File: src/rtl/cpg_pkg.sv
package cpg_pkg;
  // Life cycle of the unit as seen from its select line
  typedef enum logic [1:0] {
    PH_OFF  = 2'd0,
    PH_WAKE = 2'd1,
    PH_RUN  = 2'd2
  } phase_t;
endpackage

File: src/rtl/cpg_phase.sv
module cpg_phase
  import cpg_pkg::*;
(
  input  logic   clk,
  input  logic   rst,
  input  logic   en_i,
  output phase_t ph_nxt
);
  phase_t ph_q;

  always_comb begin
    if (!en_i)
      ph_nxt = PH_OFF;
    else if (ph_q == PH_OFF)
      ph_nxt = PH_WAKE;
    else
      ph_nxt = PH_RUN;
  end

  always_ff @(posedge clk) begin
    if (rst)
      ph_q <= PH_OFF;
    else
      ph_q <= ph_nxt;
  end
endmodule

File: src/rtl/cpg_filter.sv
module cpg_filter #(
  parameter int unsigned NUM_W = 4,
  parameter int unsigned ID    = 0
) (
  input  logic             valid_i,
  input  logic [NUM_W-1:0] num_i,
  input  logic             is_core_i,
  output logic             hit_o
);
  localparam logic [NUM_W-1:0] MY_NUM = NUM_W'(ID);

  always_comb begin
    hit_o = valid_i && !is_core_i && (num_i == MY_NUM);
  end
endmodule

File: src/rtl/cpg_gate.sv
module cpg_gate
  import cpg_pkg::*;
#(
  parameter int unsigned DATA_W = 32
) (
  input  logic              clk,
  input  logic              rst,
  input  phase_t            ph_nxt,
  input  logic              hit_i,
  input  logic              len_hold_i,
  input  logic              acc_hold_i,
  input  logic              st_valid_i,
  input  logic [DATA_W-1:0] st_data_i,
  output logic              len_hold_o,
  output logic              acc_hold_o,
  output logic              st_valid_o,
  output logic [DATA_W-1:0] st_data_o,
  output logic              accept_o,
  output logic              flush_o
);
  always_ff @(posedge clk) begin
    if (rst) begin
      len_hold_o <= 1'b0;
      acc_hold_o <= 1'b0;
      st_valid_o <= 1'b0;
      st_data_o  <= '0;
      accept_o   <= 1'b0;
      flush_o    <= 1'b1;
    end else begin
      unique case (ph_nxt)
        PH_WAKE: begin
          len_hold_o <= 1'b1;
          acc_hold_o <= 1'b1;
          st_valid_o <= 1'b0;
          st_data_o  <= '0;
          accept_o   <= 1'b0;
          flush_o    <= 1'b0;
        end
        PH_RUN: begin
          len_hold_o <= len_hold_i;
          acc_hold_o <= acc_hold_i;
          st_valid_o <= st_valid_i;
          st_data_o  <= st_data_i;
          accept_o   <= hit_i;
          flush_o    <= 1'b0;
        end
        default: begin
          len_hold_o <= 1'b0;
          acc_hold_o <= 1'b0;
          st_valid_o <= 1'b0;
          st_data_o  <= '0;
          accept_o   <= 1'b0;
          flush_o    <= 1'b1;
        end
      endcase
    end
  end
endmodule

File: src/rtl/copro_port_gate.sv
module copro_port_gate
  import cpg_pkg::*;
#(
  parameter int unsigned NUM_W     = 4,
  parameter int unsigned NUM_UNITS = 12,
  parameter int unsigned ID        = 0,
  parameter int unsigned DATA_W    = 32
) (
  input  logic              clk,
  input  logic              rst,
  input  logic              en_i,
  input  logic              ins_valid_i,
  input  logic [NUM_W-1:0]  ins_num_i,
  input  logic              ins_is_core_i,
  input  logic              pl_len_hold_i,
  input  logic              pl_acc_hold_i,
  input  logic              pl_st_valid_i,
  input  logic [DATA_W-1:0] pl_st_data_i,
  output logic              len_hold_o,
  output logic              acc_hold_o,
  output logic              st_valid_o,
  output logic [DATA_W-1:0] st_data_o,
  output logic              pl_accept_o,
  output logic              pl_flush_o
);
  phase_t ph_nxt;
  logic   hit;

  cpg_phase u_phase (
    .clk    (clk),
    .rst    (rst),
    .en_i   (en_i),
    .ph_nxt (ph_nxt)
  );

  cpg_filter #(
    .NUM_W (NUM_W),
    .ID    (ID)
  ) u_filter (
    .valid_i   (ins_valid_i),
    .num_i     (ins_num_i),
    .is_core_i (ins_is_core_i),
    .hit_o     (hit)
  );

  cpg_gate #(
    .DATA_W (DATA_W)
  ) u_gate (
    .clk        (clk),
    .rst        (rst),
    .ph_nxt     (ph_nxt),
    .hit_i      (hit),
    .len_hold_i (pl_len_hold_i),
    .acc_hold_i (pl_acc_hold_i),
    .st_valid_i (pl_st_valid_i),
    .st_data_i  (pl_st_data_i),
    .len_hold_o (len_hold_o),
    .acc_hold_o (acc_hold_o),
    .st_valid_o (st_valid_o),
    .st_data_o  (st_data_o),
    .accept_o   (pl_accept_o),
    .flush_o    (pl_flush_o)
  );
endmodule

File: config.mk
export PLATFORM = sky130hd
export DESIGN_NAME = copro_port_gate
export DESIGN_NICKNAME = d
export VERILOG_FILES = /design/src/rtl/cpg_pkg.sv /design/src/rtl/cpg_phase.sv /design/src/rtl/cpg_filter.sv /design/src/rtl/cpg_gate.sv /design/src/rtl/copro_port_gate.sv
export SDC_FILE = /design/constraint.sdc
export NUM_CORES = 1
export LEC_CHECK = 0
export ABC_AREA = 1
export BUFFER_PORTS_ARGS = -buffer_cell sky130_fd_sc_hd__buf_2
export CAP_MARGIN = 20
export CORE_MARGIN = 2
export CORE_UTILIZATION = 43
export DETAILED_ROUTE_END_ITERATION = 12
export PLACE_DENSITY = 0.82
export SETUP_SLACK_MARGIN = 0.3
export SKIP_CTS_REPAIR_TIMING = 1
export SLEW_MARGIN = 20
export SYNTH_ARGS = -nofsm -noshare
export SYNTH_HDL_FRONTEND = slang
export SYNTH_HIERARCHICAL = 1
export SYNTH_SLANG_ARGS = --single-unit
File: constraint.sdc
create_clock -name clk -period 4.1 [get_ports clk]
set_clock_uncertainty 0.2 [all_clocks]
set_input_delay 0.205 -clock clk [delete_from_list [all_inputs] [get_ports clk]]
set_output_delay 0.205 -clock clk [all_outputs]
set_load 0.03 [all_outputs]
### Word level (Yosys, flattened, before mapping)

Index checks and enable logic that the tools add are counted.

| operators by class | value |
|---|---|
| equality and inequality tests | 2 |
| multiplexer cells | 5 |
| bitwise logic cells | 1 |
| reductions and logical operators | 7 |

Operator list:

| operator | count |
|---|---|
| 4-bit logical NOT | 1 |
| 2-bit 2-to-1 mux | 2 |
| 1-bit one-hot mux with 2 select lines | 2 |
| 2-bit OR reduction | 2 |
| 2-bit by 1-bit equality test with 1-bit output, second input constant | 1 |
| 2-bit equality test, second input constant | 1 |
| 1-bit logical AND | 2 |
| 2-bit logical NOT | 1 |
| 1-bit logical NOT | 1 |
| 1-bit 2-to-1 mux | 1 |
| 1-bit inverter | 1 |

| word-level totals | value |
|---|---|
| flip-flop bits (word level) | 39 |
| input port bits | 44 |
| logic and storage cells | 22 |

### Logic depth before layout (Yosys ltp)

| logic depth | value |
|---|---|
| depth after elaboration | 6 |
| mapped depth | 9 |

### Cells and area by module

Netlist, hierarchy kept.

By module, submodules not included:

| module | instances | cells each | area an instance (sq um) | seq. area each (sq um) |
|---|---|---|---|---|
| cpg_gate | 1 | 125 | 1113.6 | 740.7 |
| cpg_phase | 1 | 9 | 70.1 | 40.0 |
| cpg_filter | 1 | 6 | 25.0 | 0.0 |

### Worst setup path after synthesis

Ideal clock, no wire load.

| path | value |
|---|---|
| path kind | reg-to-reg |
| from | register u_phase.ph_q[1] |
| to | register u_gate.accept_o |
| setup time | 0.111 ns |
| arrival time | 1.116 ns |
| setup slack | 2.673 ns |
| cell stages (with the launch flop) | 9 |
| path buffers | 1 |
| clock period less this slack | 1.427 ns |
| path through | dfxtp_1 -> nor2_2 -> nand2_1 -> inv_1 -> inv_1 -> ha_1 -> nand2_2 -> buf_6 -> nor2_1 |

| on the way | value |
|---|---|
| cells in the longest elaborated chain, start to end | 6 |

RTL lines:

| element | RTL line | RTL |
|---|---|---|
| start, declared | cpg_phase.sv:9 | `phase_t ph_q;` |
| start signal, assigned | cpg_phase.sv:24 | `ph_q <= ph_nxt;` |
| 2-bit logical NOT | cpg_phase.sv:14 | `else if (ph_q == PH_OFF)` |
| 2-bit 2-to-1 mux | cpg_phase.sv:14 |  |
| 2-bit 2-to-1 mux | cpg_phase.sv:12 | `if (!en_i)` |
| net ph_nxt[0] | copro_port_gate.sv:26 | `phase_t ph_nxt;` |
| 2-bit equality test | cpg_gate.sv:30 | `unique case (ph_nxt)` |
| 1-bit inverter (no source line) | - |  |
| 2-bit OR reduction (no source line) | - |  |
| end signal, assigned | cpg_gate.sv:44 | `accept_o <= hit_i;` |
| end, declared | cpg_gate.sv:18 | `output logic accept_o,` |

The timed path passes the listed nets, and every way through them passes these cells.
A chain may end at the register's enable or synchronous reset.

### Worst setup path in the final report

| path | value |
|---|---|
| from | input ins_valid_i |
| to | register u_gate.accept_o |

| on the way | value |
|---|---|
| cells in the longest elaborated chain, start to end | 2 |

RTL lines:

| element | RTL line | RTL |
|---|---|---|
| start, declared | copro_port_gate.sv:12 | `input logic ins_valid_i,` |
| 1-bit logical AND (2 in a row) | cpg_filter.sv:13 | `hit_o = valid_i && !is_core_i && (num_i == MY_NUM);` |
| net hit | copro_port_gate.sv:27 | `logic hit;` |

The timed path passes the listed nets, and every way through them passes these cells.

==> reports/results.ini <==
[timing]
holdWs_ps=338
fin_crit_ps=2220
fmax_mhz=451
tns_ps=0
maxSlewHeadroom_pct=59.0
rsz0062_at_grt=no
setup_viol=0
finalHoldViolCount=0
worst_slew_pin_slew_ps=613
period_share_pct=54.1
maxSlewViolCount=0

[power]
peakVddDrop_mv=0.262
power_leakage_nw=1.25
power.density_nw_per_um2=333

[yosys]
syn_inst=140
synth_seq_cells=39
ys_warn_count=6
synth_xor_area_share_pct=0
avgSynthCellArea_um2=8.63
synth.area.mux_share_pct=0
yosys.area_share.simple_pct=16.9
synth_top_family_by_area=simple AND/OR/NAND/NOR gates
synth_compound_area_share_pct=0
yosysSeqAreaShare_pct=64.6
syn_area_um2=1210
synth_fa_ha_area_share_pct=2.07
synth_nets=186
ys_types=9

[place]
place.detailed.hpwl_um=1760
place.port_buffers=80
dp_cells=248
finalWeightedCongestion=0.637

[floorplan]
core_area_um2=2710
dieHeight_um=57.0
die_w_um=57.0
io_pins=81
start_util_pct=44.6
fp-row-count=19
dieArea_um2=3250

[route]
drc=0
viasPerCell=4.07
final_antenna_net_count=0
routedWlPerCell_um=10.5
vias=1210
routed_wl_um=3110
first_iter_violations=25
first_pass_iters=4

[worst_setup_path]
cp.arrival_ps=2270
critPathMaxFanout=1
crit_path_start_kind=input port
crit_type=in -> reg
path_cells=dlygate4sd3_1 -> buf_2 -> nand2_1 -> dlygate4sd3_1 -> nor2_2 -> dlygate4sd3_1 -> inv_1 -> nor2_1
cp-end-kind=flip-flop
slowest_delay_ps=570
cp_slowest_cell=dlygate4sd3_1
crit_top_cell=dlygate4sd3_1
cp.required_ps=4160

[clock_network]
cts_buffer_depth=2
numClockSinks=39
clock_latency_ps=330
cts_tree=yes
ctsRootBufferMaster=clkbuf_4
ctsHtreeMaxLevel=2
clkSlewWorstSetupHoldPaths_ps=110
numCtsBuffers=5

[layout]
num-nets-final=311
syn_to_final_growth_pct=73.2
diodes=0
drive_gt1_share_pct=33.8
layout.cells.non_filler=297
fin_util_pct=77.2

[run]
maxCapViolCount=0

[status]
status=finished clean

[hold_path]
hp-class=reg -> reg

[global_routing]
grt_pass1_wl_um=3560
overflow=0
grt_pass1_vias=891
grt_max_degree=35
antenna_found_initial=0
grtUsageTotal_pct=14.2

state kept, by name (all words and copies together), names as in the netlist:
name / flops
u_gate/flush_o: 1
u_gate/accept_o: 1
u_gate/len_hold_o: 1
u_gate/st_data_o: 32
u_gate/st_valid_o: 1
u_phase/ph_q: 2
u_gate/acc_hold_o: 1
critical path, delay by kind of cell:
kind / cells / cell delay (ps)
simple gates: 3 / 280
buf+inv: 5 / 1780
cell families after synthesis:
| family | after synthesis |
|---|---|
| buf+inv | 47 |
| flops | 39 |
| fa+ha+maj | 2 |
| simple gates | 52 |
final timing paths:
path | start | end | slack (ps) | cells past startpoint
setup / recovery | ins_valid_i | u_gate/accept_o | 1880 | 8
hold / removal | u_phase/ph_q[1] | u_phase/ph_q[1] | 340 | 2
setup reg to reg | u_phase/ph_q[1] | u_gate/st_data_o[4] | 2250 | 7
hold reg to reg | u_phase/ph_q[1] | u_phase/ph_q[1] | 340 | 2
metal layers:
layer | part of all wire (%) | routed length (µm) | track usage [%] | vias up
li1 | - | - | - | 628
met1 | 37 | 1150 | 15.5 | 534
met2 | 55 | 1710 | 24.6 | 42
met3 | 6.3 | 195 | 6.80 | 6
met4 | 1.9 | 60 | 3.99 | 0
met5 | 0 | 0 | 0 | -
area by class of cell:
cell class / instances / area, µm²
clock buffer: 8 / 68.8
fill: 194 / 617
inverter: 44 / 165
multi-input combinational: 54 / 229
sequential: 39 / 781
tap: 31 / 38.8
timing repair buffer: 121 / 811
power breakdown:
part	internal (mW)	leakage, nW	total (mW)	switching, mW
combinational	0.0510	0.899	0.0934	0.0424
clock	0.101	0.0386	0.215	0.114
sequential	0.386	0.316	0.388	0.00169
total	0.538	1.25	0.696	0.158
cell usage after synthesis:
| library cell | number | share of area [%] |
|---|---|---|
| ha_1 | 2 | 2.1 |
| dfxtp_1 | 39 | 65 |
| nor2_2 | 2 | 1.0 |
| nand2_1 | 9 | 2.8 |
| buf_6 | 3 | 2.8 |
| nor2_1 | 39 | 12 |
| nand2_2 | 1 | 0.52 |
| nor3_1 | 1 | 0.41 |
| inv_1 | 44 | 14 |
stage by stage:
| step | setup slack (ps) | cell area, µm² | total power [mW] |
|---|---|---|---|
| final | 1880 | 2090 | 0.696 |
| after global placement | 2400 | 1610 | 0.457 |
| after global routing | 1820 | 2090 | 0.728 |
| after CTS | 2290 | 1680 | 0.671 |
| after detailed placement | 2310 | 1610 | 0.458 |
| after floorplan | 2670 | 1210 | 0.431 |
cell usage in the layout (no fill, tap or decap), drive strengths merged:
master and count:
buf 80, inv 44, dlygate4sd3 41, nor2 41, dfxtp 39, nand2 10
clkbuf 8, ha 2, nor3 1
Note: power is estimated with default switching activity, not from simulation.
